`config.mk`:
```
export PLATFORM = sky130hd
export DESIGN_NAME = nmi_legacy_port
export DESIGN_NICKNAME = d
export VERILOG_FILES = /design/src/rtl/nmi_port_pkg.sv /design/src/rtl/nmi_src_latch.sv /design/src/rtl/nmi_rfsh_toggle.sv /design/src/rtl/nmi_cfg_regs.sv /design/src/rtl/nmi_legacy_port.sv
export SDC_FILE = /design/constraint.sdc
export NUM_CORES = 1
export LEC_CHECK = 0
export ABC_AREA = 0
export CORE_ASPECT_RATIO = 1.25
export CORE_UTILIZATION = 37
export DETAILED_ROUTE_END_ITERATION = 10
export GPL_ROUTABILITY_DRIVEN = 1
export HOLD_SLACK_MARGIN = 0.05
export PLACE_DENSITY = 0.9
export SYNTH_ARGS = -nofsm -noshare
export SYNTH_HDL_FRONTEND = slang
export SYNTH_SLANG_ARGS = --single-unit
```
`constraint.sdc`:
```
create_clock -name clk -period 2.75 [get_ports clk]
set_input_delay 0.275 -clock clk [delete_from_list [all_inputs] [get_ports clk]]
set_output_delay 0.275 -clock clk [all_outputs]
set_load 0.05 [all_outputs]
```
`src/rtl/nmi_port_pkg.sv`:
```
package nmi_port_pkg;
  localparam int DATA_W = 8;
  localparam int NUM_SRC = 2;   // 0: system error, 1: channel check
  localparam int CTL_BITS = 4;

  // Next value of a sticky status: blocking or clearing write wins over set
  function automatic logic sts_next(logic cur, logic evt, logic blk, logic wclr);
    if (blk || wclr) return 1'b0;
    return cur | evt;
  endfunction

  function automatic logic [DATA_W-1:0] pack_ctl_byte(logic serr_s, logic chk_s,
                                                      logic tmr, logic rf,
                                                      logic [CTL_BITS-1:0] ctl);
    return {serr_s, chk_s, tmr, rf, ctl};
  endfunction

  function automatic logic nmi_request(logic serr_s, logic chk_s, logic mask);
    return (serr_s | chk_s) & ~mask;
  endfunction
endpackage

```
`src/rtl/nmi_src_latch.sv`:
```
module nmi_src_latch (
  input  logic clk,
  input  logic rst_n,
  input  logic evt,
  input  logic blk,
  input  logic wclr,
  output logic sts
);
  import nmi_port_pkg::*;

  always_ff @(posedge clk) begin
    if (!rst_n) sts <= 1'b0;
    else        sts <= sts_next(sts, evt, blk, wclr);
  end

  p_set_on_event_r3: assert property (@(posedge clk) disable iff (!rst_n)
    (evt && !blk && !wclr) |=> sts);
  p_sticky_r3: assert property (@(posedge clk) disable iff (!rst_n)
    (sts && !blk && !wclr) |=> sts);
  p_blocked_clear_r4: assert property (@(posedge clk) disable iff (!rst_n)
    blk |=> !sts);
  p_clear_wins_r6: assert property (@(posedge clk) disable iff (!rst_n)
    wclr |=> !sts);
endmodule

```
`src/rtl/nmi_rfsh_toggle.sv`:
```
module nmi_rfsh_toggle (
  input  logic clk,
  input  logic rst_n,
  input  logic tick,
  output logic q
);
  always_ff @(posedge clk) begin
    if (!rst_n)    q <= 1'b0;
    else if (tick) q <= ~q;
  end

  p_toggle_on_tick_r8: assert property (@(posedge clk) disable iff (!rst_n)
    tick |=> (q != $past(q)));
  p_hold_no_tick_r8: assert property (@(posedge clk) disable iff (!rst_n)
    !tick |=> $stable(q));
endmodule

```
`src/rtl/nmi_cfg_regs.sv`:
```
module nmi_cfg_regs #(
  parameter int CTL_W = 4,
  parameter int IDX_W = 7
) (
  input  logic             clk,
  input  logic             rst_n,
  input  logic             wr_ctl,
  input  logic             wr_msk,
  input  logic [IDX_W:0]   wdata,
  output logic [CTL_W-1:0] ctl,
  output logic             mask,
  output logic [IDX_W-1:0] idx
);
  always_ff @(posedge clk) begin
    if (!rst_n) begin
      ctl  <= '0;
      mask <= 1'b0;
      idx  <= '0;
    end else begin
      if (wr_ctl) ctl <= wdata[CTL_W-1:0];
      if (wr_msk) begin
        mask <= wdata[IDX_W];
        idx  <= wdata[IDX_W-1:0];
      end
    end
  end

  p_ctl_written_r2: assert property (@(posedge clk) disable iff (!rst_n)
    wr_ctl |=> (ctl == $past(wdata[CTL_W-1:0])));
  p_ctl_kept_r11: assert property (@(posedge clk) disable iff (!rst_n)
    !wr_ctl |=> $stable(ctl));
  p_idx_written_r11: assert property (@(posedge clk) disable iff (!rst_n)
    wr_msk |=> (idx == $past(wdata[IDX_W-1:0]) && mask == $past(wdata[IDX_W])));
endmodule

```
`src/rtl/nmi_legacy_port.sv`:
```
module nmi_legacy_port #(
  parameter int                ADDR_W   = 16,
  parameter logic [ADDR_W-1:0] CTL_PORT = 16'h0061,
  parameter logic [ADDR_W-1:0] MSK_PORT = 16'h0070
) (
  input  logic              clk,
  input  logic              rst_n,
  input  logic [ADDR_W-1:0] io_addr,
  input  logic              io_wr,
  input  logic              io_rd,
  input  logic [7:0]        io_wdata,
  output logic [7:0]        io_rdata,
  input  logic              serr_evt,
  input  logic              chk_evt,
  input  logic              tmr2_out,
  input  logic              refresh_tick,
  output logic              spkr_out,
  output logic              tmr2_gate,
  output logic [6:0]        rtc_index,
  output logic              nmi_req
);
  import nmi_port_pkg::*;

  localparam int IDX_W   = DATA_W - 1;
  localparam int BLK_LSB = 2;   // control bits 2 and 3 block the two sources

  logic                wr_ctl, wr_msk, rd_ctl;
  logic [CTL_BITS-1:0] ctl;
  logic                mask;
  logic [NUM_SRC-1:0]  evt, blk, wclr, sts;
  logic                rf_q;

  assign wr_ctl = io_wr && (io_addr == CTL_PORT);
  assign wr_msk = io_wr && (io_addr == MSK_PORT);
  assign rd_ctl = io_rd && (io_addr == CTL_PORT);
  assign evt    = {chk_evt, serr_evt};

  nmi_cfg_regs #(.CTL_W(CTL_BITS), .IDX_W(IDX_W)) u_cfg (
    .clk(clk), .rst_n(rst_n), .wr_ctl(wr_ctl), .wr_msk(wr_msk),
    .wdata(io_wdata), .ctl(ctl), .mask(mask), .idx(rtc_index)
  );

  for (genvar i = 0; i < NUM_SRC; i++) begin : g_src
    assign blk[i]  = ctl[BLK_LSB+i];
    assign wclr[i] = wr_ctl && io_wdata[BLK_LSB+i];
    nmi_src_latch u_lat (
      .clk(clk), .rst_n(rst_n), .evt(evt[i]), .blk(blk[i]),
      .wclr(wclr[i]), .sts(sts[i])
    );
  end

  nmi_rfsh_toggle u_rf (.clk(clk), .rst_n(rst_n), .tick(refresh_tick), .q(rf_q));

  assign io_rdata  = rd_ctl ? pack_ctl_byte(sts[0], sts[1], tmr2_out, rf_q, ctl) : '0;
  assign spkr_out  = tmr2_out & ctl[1];
  assign tmr2_gate = ctl[0];
  assign nmi_req   = nmi_request(sts[0], sts[1], mask);

  p_spkr_quiet_r9: assert property (@(posedge clk) disable iff (!rst_n)
    (wr_ctl && !io_wdata[1]) |=> !spkr_out);
  p_gate_follow_r10: assert property (@(posedge clk) disable iff (!rst_n)
    wr_ctl |=> (tmr2_gate == $past(io_wdata[0])));
  p_mask_silences_r12: assert property (@(posedge clk) disable iff (!rst_n)
    (wr_msk && io_wdata[7]) |=> !nmi_req);
  p_msk_read_zero_r11: assert property (@(posedge clk) disable iff (!rst_n)
    (io_rd && io_addr == MSK_PORT) |-> (io_rdata == 8'h00));
endmodule

```
### Word level (Yosys, flattened, before mapping)

Index checks and enable logic that the tools add are counted.

* flip-flop bits (word level): 15
* input port bits: 32
* output and inout bits: 18
* logic and storage cells: 31

* equal/unequal tests: 2
* muxes and demuxes: 9
* bitwise gates (word level): 7
* reduce and logical (&&, ||, !) cells: 7

Operators by type and width (count)
* $eq A16 B7 Y1 const B: 2
* $mux W1: 8
* $mux W8: 1
* $logic_and A1 B1 Y1: 5
* $or A1 B1 Y1: 3
* $and A1 B1 Y1: 2
* $logic_or A1 B1 Y1: 2
* $not A1 Y1: 2

### Depth between registers and ports, before layout

Gate-level depths: netlist of run 1.

* word-level depth: 7
* gate-level depth with buffers: 5
* depth with buffers taken out: 4

### Cells and area by module

A second synthesis of run 1 with hierarchy kept.

* cell total of the unflattened synthesis: 72
* area, all modules: 749.5 µm²

Modules (own cells, without submodules)
* nmi_cfg_regs: times used 1, cells each 39, area an instance 457.9 µm²
* nmi_legacy_port: times used 1, cells each 24, area an instance 178.9 µm²
* nmi_src_latch: times used 2, cells each 3, area an instance 38.8 µm²
* nmi_rfsh_toggle: times used 1, cells each 3, area an instance 35.0 µm²

### Worst setup path after synthesis of run 1

Ideal clock, no wire load.

* path kind: input to output
* start: in io_addr[7]
* end: out io_rdata[0]
* arrival: 1.460 ns
* data required time: 2.475 ns
* path slack: 1.015 ns
* stages: 4
* cell sequence: and4bb_2 > nor4b_1 > and4_2 > and2_1

* longest elaborated chain between the ends: 3

RTL lines
* from (decl): line nmi_legacy_port.sv:8 `input logic [ADDR_W-1:0] io_addr,`
* $eq A16 B7 Y1: line nmi_legacy_port.sv:35 `assign rd_ctl = io_rd && (io_addr == CTL_PORT);`
* $logic_and A1 B1 Y1: line nmi_legacy_port.sv:35
* $mux W8: line nmi_legacy_port.sv:54 `assign io_rdata = rd_ctl ? pack_ctl_byte(sts[0], sts[1], tmr2_out, rf_q, ctl) : '0;`
* to (decl): line nmi_legacy_port.sv:12 `output logic [7:0] io_rdata,`

No other way between the ends.

### Worst setup path after layout of run 1

* start: in io_addr[0]
* end: out io_rdata[4]

Same word-level chain as after synthesis.

==> results.txt, run 1 <==
Area leader, netlist: dfxtp_1
# fillers: 126
DR iter-0 viols: 4
Syn_area_per_cell: 9.23 um2
Power after layout: 417 uW
Area growth from synthesis to layout: 83.7%
Max FO, Critical Path: 8
Clock root buffer: clkbuf_4
Reg clk slew, reported paths: 80 ps
Clock Tree Buf Depth: 2
Most common cell after layout, fill and taps aside: clkdlybuf4s50_1
Register area: 300 um2
Setup Buffers After CTS: 0
GRT overflow: 0
First-pass iteration count of the detailed router: 3
All-Layer GR Usage: 19.6%
Cell variety after synth: 21
TritonCTS clock tree: built
Min cycle time layout: 2150 ps
Via count of the first global-routing pass: 751
Post-CTS resize count: 0
Status: complete, no violations
Power Density: 311 nW/um2
First-pass GRT wire length: 3.23 mm
Insertion delay to the later sink of the worst-skew pair: 280 ps
Sink Count: 15
Most frequent cells in the layout: 41 x clkdlybuf4s50_1, 20 x nand2_1, 15 x dfxtp_1
Slack of the critical path: 595 ps
Starting Density: 40.3%
Post-route clock period utilization: 78.4%
Top cell type's share of synthesized area: 41.2%
Hold Fails Final Rpt: 0
Die area: 2150 um2
# hold bufs at CTS: 0
Port-buffer cells: 49
MaxCap Viol Count: 0
Final Max Tran Viols: 0
CP Capture Type: output pin
Synth warnings: 0
R2r setup slk: 2030 ps
I/O Pins: 50
Worst hold path class: flip-flop to flip-flop
Share of cells above drive strength 1: 14.6%
Dpl ws: 588 ps
Worst Skew: 0.0753 ps
Post-DP HPWL: 1.68 mm
Synth area leaders: dfxtp_1 41%, mux2i_1 16%, nand2_1 10%
Gpl congestion: 0.791
CP Class: input pin to output pin
Via-to-Cell Ratio: 4.93
Placed insts: 145
Core footprint: 1810 um2
Vias post-DR: 734
Post-Syn Area: 729 um2
Post-route DRC: 0
Setup TNS: 0 ps
RSZ-0062 raised after global routing: no
Worst Path Required: 2480 ps
Final nets: 163
VDD IR max: 0.327 mV
Register area share after synthesis: 41.2%
Antenna violations before repair: 0
Slew margin rel.: 50.5%
Setup violators final: 0
Fin cells: 149
CTS Buf Count: 3
Post-synth net total: 111
H-tree depth: 1
Number of diodes: 0
Worst-Margin Slew: 741 ps
Crit start category: input pin
Chip height: 51.6 um
Wirelength, routed: 2.04 mm
Die Width: 41.7 um
CP arrival: 1880 ps
Row cnt: 17
Multi-input logic area: 403 um2
Fmax: 464 MHz
Leak: 0.478 nW
Post-DRT Antenna Nets: 0
Cell count after synthesis: 79
Pin count of the biggest net entering global routing: 24
Drt wl/cell: 13.7 um
Flop and latch count out of synthesis: 15
[synthesized netlist by cell type]
master    count
and2_1       10
nand2b_1      1
mux2i_1      12
nand4_1       1
nor3b_2       1
xor2_1        1
nor2_1        2
and4_2        1
and4bb_2      1
clkbuf_1      2
o211ai_1      2
nor4_2        1
inv_1         2
dfxtp_1      15
buf_6         1
nand2_1      20
nor2_2        1
nor4_4        1
a21oi_1       2
nor3b_1       1
nor4b_1       1
[through the flow]
stage	utilization [%]	hold slack, ps	cell area, um2
floorplan	-	365	729
global placement	72.6	443	1310
detailed placement	72.6	450	1310
CTS	74.1	467	1340
global route	74.1	484	1340
finish	74.1	467	1340
[logic make-up (layout without fill, tap and decap cells)]
group | Yosys count | in the layout | synth area share, %
DFF | 15 | 15 | 41.2
and+or+nand+nor | 42 | 42 | 34.1
xor gates and xnor gates | 1 | 1 | 1.20
muxes | 12 | 12 | 16.5
buffers and inverters | 5 | 56 | 3.60
AOI/OAI and AO/OA | 4 | 4 | 3.43
[critical path, cell delays in order]
cell and delay (ps):
clkdlybuf4s50_1 520, nand2b_1 100, nor4b_1 300, and4_2 330
and2_1 200, buf_12 150
[state kept, by name, summed over array words and instances, names as in the netlist]
register         count
u_cfg.mask           1
g_src.u_lat.sts      2
u_cfg.ctl            4
u_cfg.idx            7
u_rf.q               1
[layer usage]
layer / share of wire, % / GRT usage, %
met5: 0 / 0
met4: 0.49 / 7.53
met3: 7.1 / 3.82
met2: 55 / 39.1
met1: 37 / 19.7
[where the power goes]
group,leakage [nW],internal [mW],switching [mW]
registers,0.122,0.221,0.00223
clock network,0.0177,0.0538,0.0652
logic,0.338,0.0485,0.0263
total,0.478,0.323,0.0937
[layout make-up]
| type | count | share of cell area, % |
|---|---|---|
| flip-flops and latches | 15 | 22.4 |
| well taps | 19 | 1.77 |
| repair buffers | 50 | 43.1 |
| inverters | 2 | 0.560 |
| clock inverters | 1 | 0.373 |
| clock buffers | 3 | 1.68 |
| multi-input cells | 59 | 30.1 |
[path summary, 6_finish.rpt]
check | cells past startpoint | to | start
setup / recovery | 6 | io_rdata[4] | io_addr[0]
hold / removal | 2 | u_cfg.idx[4]$_SDFFE_PN0P_ | u_cfg.idx[4]$_SDFFE_PN0P_
setup reg to reg | 2 | u_rf.q$_SDFFE_PN0P_ | u_rf.q$_SDFFE_PN0P_
hold reg to reg | 2 | u_cfg.idx[4]$_SDFFE_PN0P_ | u_cfg.idx[4]$_SDFFE_PN0P_
Power figures use the tool's default switching activity.
==> inputs of run 2 (changes only) <==
CORE_UTILIZATION = 34   (was 37)
PLACE_DENSITY = 0.84   (was 0.9)
clock period = 2 ns   (was 2.75 ns; I/O delays follow)
==> run 2 against run 1 <==
The flow now finishes with violations (DRC). Wire length down 8.3%. Critical path depth unchanged. Flip-flop and latch count unchanged. Non-clock buffer count up 1. Sequential share of layout area down 0.31 points. Total power up 41%. Combinational power up 39%. Sequential power up 38%.
==> results.txt, run 2 (same netlist as run 1, synthesis figures left out) <==
# fillers: 153 (was 126)
Core footprint: 2000 um2 (was 1810 um2)
RSZ-0062 raised after global routing: yes (was no)
Setup violators final: 0 (unchanged)
Vias post-DR: 751 (was 734)
Fin cells: 151 (was 149)
I/O Pins: 50 (unchanged)
Share of cells above drive strength 1: 18.3% (was 14.6%)
Via-to-Cell Ratio: 4.97 (was 4.93)
Area growth from synthesis to layout: 86.3% (was 83.7%)
Starting Density: 36.4% (was 40.3%)
Row cnt: 18 (was 17)
Worst hold path class: input pin to flip-flop (was flip-flop to flip-flop)
First-pass GRT wire length: 2.79 mm (was 3.23 mm)
Setup Buffers After CTS: 0 (unchanged)
Wirelength, routed: 1.87 mm (was 2.04 mm)
Placed insts: 147 (was 145)
Power after layout: 586 uW (was 417 uW)
Reg clk slew, reported paths: 90 ps (was 80 ps)
Clock Tree Buf Depth: 2 (unchanged)
Most common cell after layout, fill and taps aside: clkdlybuf4s50_1 (unchanged)
HP Start: io_wdata[5] (was u_cfg.idx[4]$_SDFFE_PN0P_)
Multi-input logic area: 415 um2 (was 403 um2)
Antenna violations before repair: 0 (unchanged)
Dpl ws: -40.4 ps (was 588 ps)
Pin count of the biggest net entering global routing: 24 (unchanged)
Final nets: 164 (was 163)
Post-DP HPWL: 1.54 mm (was 1.68 mm)
Register area: 300 um2 (unchanged)
All-Layer GR Usage: 16.3% (was 19.6%)
Worst Path Required: 1800 ps (was 2480 ps)
TritonCTS clock tree: built (unchanged)
Drt wl/cell: 12.4 um (was 13.7 um)
Top Registers: u_cfg.idx: 7 flops, u_cfg.ctl: 4 flops, g_src.u_lat.sts: 2 flops (unchanged)
Gpl congestion: 0.716 (was 0.791)
CTS Buf Count: 3 (unchanged)
Via count of the first global-routing pass: 683 (was 751)
Worst Skew: 0.106 ps (was 0.0753 ps)
CP Class: input pin to output pin (unchanged)
First-pass iteration count of the detailed router: 8 (was 3)
Die Width: 43.4 um (was 41.7 um)
Max FO, Critical Path: 8 (unchanged)
VDD IR max: 0.373 mV (was 0.327 mV)
Crit start category: input pin (unchanged)
H-tree depth: 1 (unchanged)
CP Capture Type: output pin (unchanged)
Chip height: 53.8 um (was 51.6 um)
Number of diodes: 0 (unchanged)
Most frequent cells in the layout: 40 x clkdlybuf4s50_1, 20 x nand2_1, 15 x dfxtp_1 (was 41 x clkdlybuf4s50_1, 20 x nand2_1, 15 x dfxtp_1)
Status: finished with violations (was complete, no violations)
Worst Setup SP: io_addr[5] (was io_addr[0])
Leak: 0.488 nW (was 0.478 nW)
Slack of the critical path: 59.2 ps (was 595 ps)
MaxCap Viol Count: 0 (unchanged)
Die area: 2340 um2 (was 2150 um2)
Worst-Margin Slew: 513 ps (was 741 ps)
Reg2Reg Launch Point: u_rf.q$_SDFFE_PN0P_ (unchanged)
Post-route DRC: 14 (was 0)
Final Max Tran Viols: 0 (unchanged)
GRT overflow: 0 (unchanged)
Fmax: 515 MHz
Post-DRT Antenna Nets: 0 (unchanged)
Min cycle time layout: 1940 ps
Clock root buffer: clkbuf_4 (unchanged)
DR iter-0 viols: 22 (was 4)
Port-buffer cells: 49 (unchanged)
CP arrival: 1740 ps (was 1880 ps)
Hold Fails Final Rpt: 0 (unchanged)
Insertion delay to the later sink of the worst-skew pair: 290 ps (was 280 ps)
Post-route clock period utilization: 97.0%
# hold bufs at CTS: 0 (unchanged)
Max FFs per register: 7 (unchanged)
Slew margin rel.: 65.7% (was 50.5%)
Power Density: 432 nW/um2 (was 311 nW/um2)
Sink Count: 15 (unchanged)
Reg with most FFs: u_cfg.idx (unchanged)
Failing checks: DRC
run 2: metrics by stage:
| stage | hold slack, ps | utilization (%) | cell area, um2 | TNS, ps |
|---|---|---|---|---|
| 5_1_grt | 453 | 67.8 | 1360 | -68.2 |
| 3_3_place_gp | 443 | 65.8 | 1320 | 0 |
| 4_1_cts | 445 | 67.6 | 1360 | 0 |
| 6_report | 451 | 67.8 | 1360 | 0 |
| 3_5_place_dp | 447 | 65.8 | 1320 | -140 |
| 2_1_floorplan | 290 | - | 729 | 0 |
run 2: power by group:
part / internal, mW / total, mW / switching (mW)
clock network: 0.0745 / 0.176 / 0.102
registers: 0.303 / 0.307 / 0.00315
logic: 0.0680 / 0.104 / 0.0355
total: 0.446 / 0.586 / 0.140
run 2: worst paths after layout:
path | end | slack [ps] | cells past startpoint
max | io_rdata[0] | 60 | 6
min | u_cfg.idx[5]$_SDFFE_PN0P_ | 450 | 3
max reg2reg | u_rf.q$_SDFFE_PN0P_ | 1270 | 2
min reg2reg | u_cfg.idx[6]$_SDFFE_PN0P_ | 460 | 2
run 2: final cells by class:
class,instances,share of cell area [%]
Clock buffer,3,1.66
Sequential cell,15,22.1
Inverter,2,0.552
Tap cell,20,1.84
Clock inverter,1,0.368
Multi-Input combinational cell,59,30.6
Timing Repair Buffer,51,42.9
run 2: repair_timing:
action	CTS	global route
pin swaps	1	0
resized for setup	2	2
setup endpoints to repair	8	7
cloned	0	0
run 2: metal layers:
metal	vias to the layer above	global-route usage (%)	routed length (um)
met3	5	5.03	205
met5	-	0	0
met2	37	28.5	939
met1	339	17.2	688
li1	370	-	-
met4	0	9.38	40
run 2: critical path, cell delays in order:
cell and delay (ps):
clkdlybuf4s50_1 470, and4bb_2 230, nor4b_2 210, and4_4 300, and2_1 190, buf_12 150
==> inputs of run 3 (changes only) <==
CORE_MARGIN = 4   (was not set)
==> run 3 against run 2 <==
The flow now finishes without violations. Sequential power hardly changed. Clock power down 9%. Clock-buffer cell count is 1 higher. Flip-flop and latch count unchanged. Clock skew is 4.6 ps higher. Critical endpoint is now io_rdata[5]. Largest cell class unchanged. Largest power group unchanged.
==> results.txt, run 3 (same netlist as run 1, synthesis figures left out) <==
Placement Cell Area: 1320 um2 (unchanged)
H-tree depth: 1 (unchanged)
Final nets: 164 (unchanged)
VDD IR max: 0.373 mV (about the same)
Row cnt: 18 (unchanged)
Most common cell after layout, fill and taps aside: clkdlybuf4s50_1 (unchanged)
Fmax: 517 MHz (was 515 MHz)
Post-DP HPWL: 1.65 mm (was 1.54 mm)
Top Registers: u_cfg.idx: 7 flops, u_cfg.ctl: 4 flops, g_src.u_lat.sts: 2 flops (unchanged)
Number of diodes: 0 (unchanged)
Design Area, Final: 1380 um2 (was 1360 um2)
Core Util, Final: 68.7% (was 67.8%)
Worst-Margin Slew: 516 ps (was 513 ps)
Share of cells above drive strength 1: 20.6% (was 18.3%)
Status: complete, no violations (was finished with violations)
Hold Fails Final Rpt: 0 (unchanged)
Leak: 0.495 nW (was 0.488 nW)
# fillers: 155 (was 153)
Slack of the critical path: 66.0 ps (was 59.2 ps)
Post-route clock period utilization: 96.7% (was 97.0%)
Multi-input logic area: 434 um2 (was 415 um2)
Crit start category: input pin (unchanged)
Max FFs per register: 7 (unchanged)
Worst Path Required: 1800 ps (about the same)
CP Capture Type: output pin (unchanged)
Hold_ws: 461 ps (was 451 ps)
Vias post-DR: 723 (was 751)
Via count of the first global-routing pass: 769 (was 683)
Pin count of the biggest net entering global routing: 24 (unchanged)
Post-route DRC: 0 (was 14)
Worst hold path class: flip-flop to flip-flop (was input pin to flip-flop)
First-pass GRT wire length: 3.31 mm (was 2.79 mm)
Final Max Tran Viols: 0 (unchanged)
Starting Density: 36.4% (unchanged)
Chip height: 59.8 um (was 53.8 um)
Slew margin rel.: 65.5% (was 65.7%)
Die Width: 49.4 um (was 43.4 um)
Post-DRT Antenna Nets: 0 (unchanged)
Max FO, Critical Path: 8 (unchanged)
CTS Buf Count: 3 (unchanged)
I/O Pins: 50 (unchanged)
Port-buffer cells: 49 (unchanged)
Clock Tree Buf Depth: 2 (unchanged)
Dpl ws: -32.2 ps (was -40.4 ps)
Worst Skew: 4.76 ps (was 0.106 ps)
Most frequent cells in the layout: 40 x clkdlybuf4s50_1, 20 x nand2_1, 15 x dfxtp_1 (unchanged)
Reg clk slew, reported paths: 80 ps (was 90 ps)
All-Layer GR Usage: 14.4% (was 16.3%)
Via-to-Cell Ratio: 4.79 (was 4.97)
First-pass iteration count of the detailed router: 4 (was 8)
MaxCap Viol Count: 0 (unchanged)
Antenna violations before repair: 0 (unchanged)
Power Density: 416 nW/um2 (was 432 nW/um2)
CP Class: input pin to output pin (unchanged)
Die area: 2960 um2 (was 2340 um2)
Wirelength, routed: 2.01 mm (was 1.87 mm)
TritonCTS clock tree: built (unchanged)
DR iter-0 viols: 6 (was 22)
Setup violators final: 0 (unchanged)
Min cycle time layout: 1930 ps (was 1940 ps)
Area growth from synthesis to layout: 88.7% (was 86.3%)
GRT overflow: 0 (unchanged)
Gpl congestion: 0.748 (was 0.716)
Core footprint: 2000 um2 (unchanged)
Register area: 300 um2 (unchanged)
Drt wl/cell: 13.3 um (was 12.4 um)
CP arrival: 1730 ps (was 1740 ps)
Clock root buffer: clkbuf_4 (unchanged)
Insertion delay to the later sink of the worst-skew pair: 270 ps (was 290 ps)
Sink Count: 15 (unchanged)
RSZ-0062 raised after global routing: yes (unchanged)
Reg with most FFs: u_cfg.idx (unchanged)
==> run 3: cell types whose count changed in the layout (fill, tap and decap cells not counted), sizes merged <==
cell,before,now
clkbuf,3,4
clkinv,1,0
==> run 3: layer usage <==
| layer | part of all wire [%] | up-vias | GRT usage (%) |
|---|---|---|---|
| met5 | 0 | - | 0 |
| met1 | 42 | 313 | 15.4 |
| met4 | 1.3 | 0 | 8.70 |
| li1 | - | 372 | - |
| met2 | 48 | 36 | 25.5 |
| met3 | 8.6 | 2 | 3.99 |
==> run 3: repair_timing <==
action | 4_1_cts | 5_1_grt
pin swaps | 0 | 1
setup buffers | 0 | 0
hold endpoints to repair | 0 | 0
gates resized for setup | 0 | 9
hold buffers | 0 | 0
endpoints found under the setup margin | 8 | 8
==> run 3: final cells by class <==
class,count,area share [%]
repair buffers,51,42.4
multi-input cells,59,31.5
flip-flops and latches,15,21.8
clock buffers,4,1.91
well taps,20,1.82
inverters,2,0.545
==> run 3: worst max-delay path, stage by stage <==
cell	delay, ps
clkdlybuf4s50_1	400
and4bb_2	320
nor4b_4	190
and4_4	300
and2_1	180
buf_12	140
==> run 3: worst paths after layout <==
| path | slack, ps | end | depth (start not counted) | startpoint |
|---|---|---|---|---|
| worst max-delay path | 70 | io_rdata[5] | 6 | io_addr[7] |
| worst min-delay path | 460 | u_cfg.idx[2]$_SDFFE_PN0P_ | 2 | u_cfg.idx[2]$_SDFFE_PN0P_ |
| worst max register to register | 1270 | u_rf.q$_SDFFE_PN0P_ | 2 | u_rf.q$_SDFFE_PN0P_ |
| worst min register to register | 460 | u_cfg.idx[2]$_SDFFE_PN0P_ | 2 | u_cfg.idx[2]$_SDFFE_PN0P_ |
==> run 3: metrics by stage <==
stage               setup TNS, ps  total power, mW  cells
floorplan                       0            0.341     79
global placement                0            0.415    147
detailed placement           -169            0.417    147
CTS                          -147            0.576    151
global route                -54.2            0.598    151
finish                          0            0.573    151
==> run 3: where the power goes <==
group          internal [mW]  total [mW]  switching (mW)  leakage (nW)
clock network         0.0771       0.161          0.0840        0.0150
registers              0.303       0.307         0.00338         0.122
logic                 0.0683       0.105          0.0365         0.358
total                  0.449       0.573           0.124         0.495
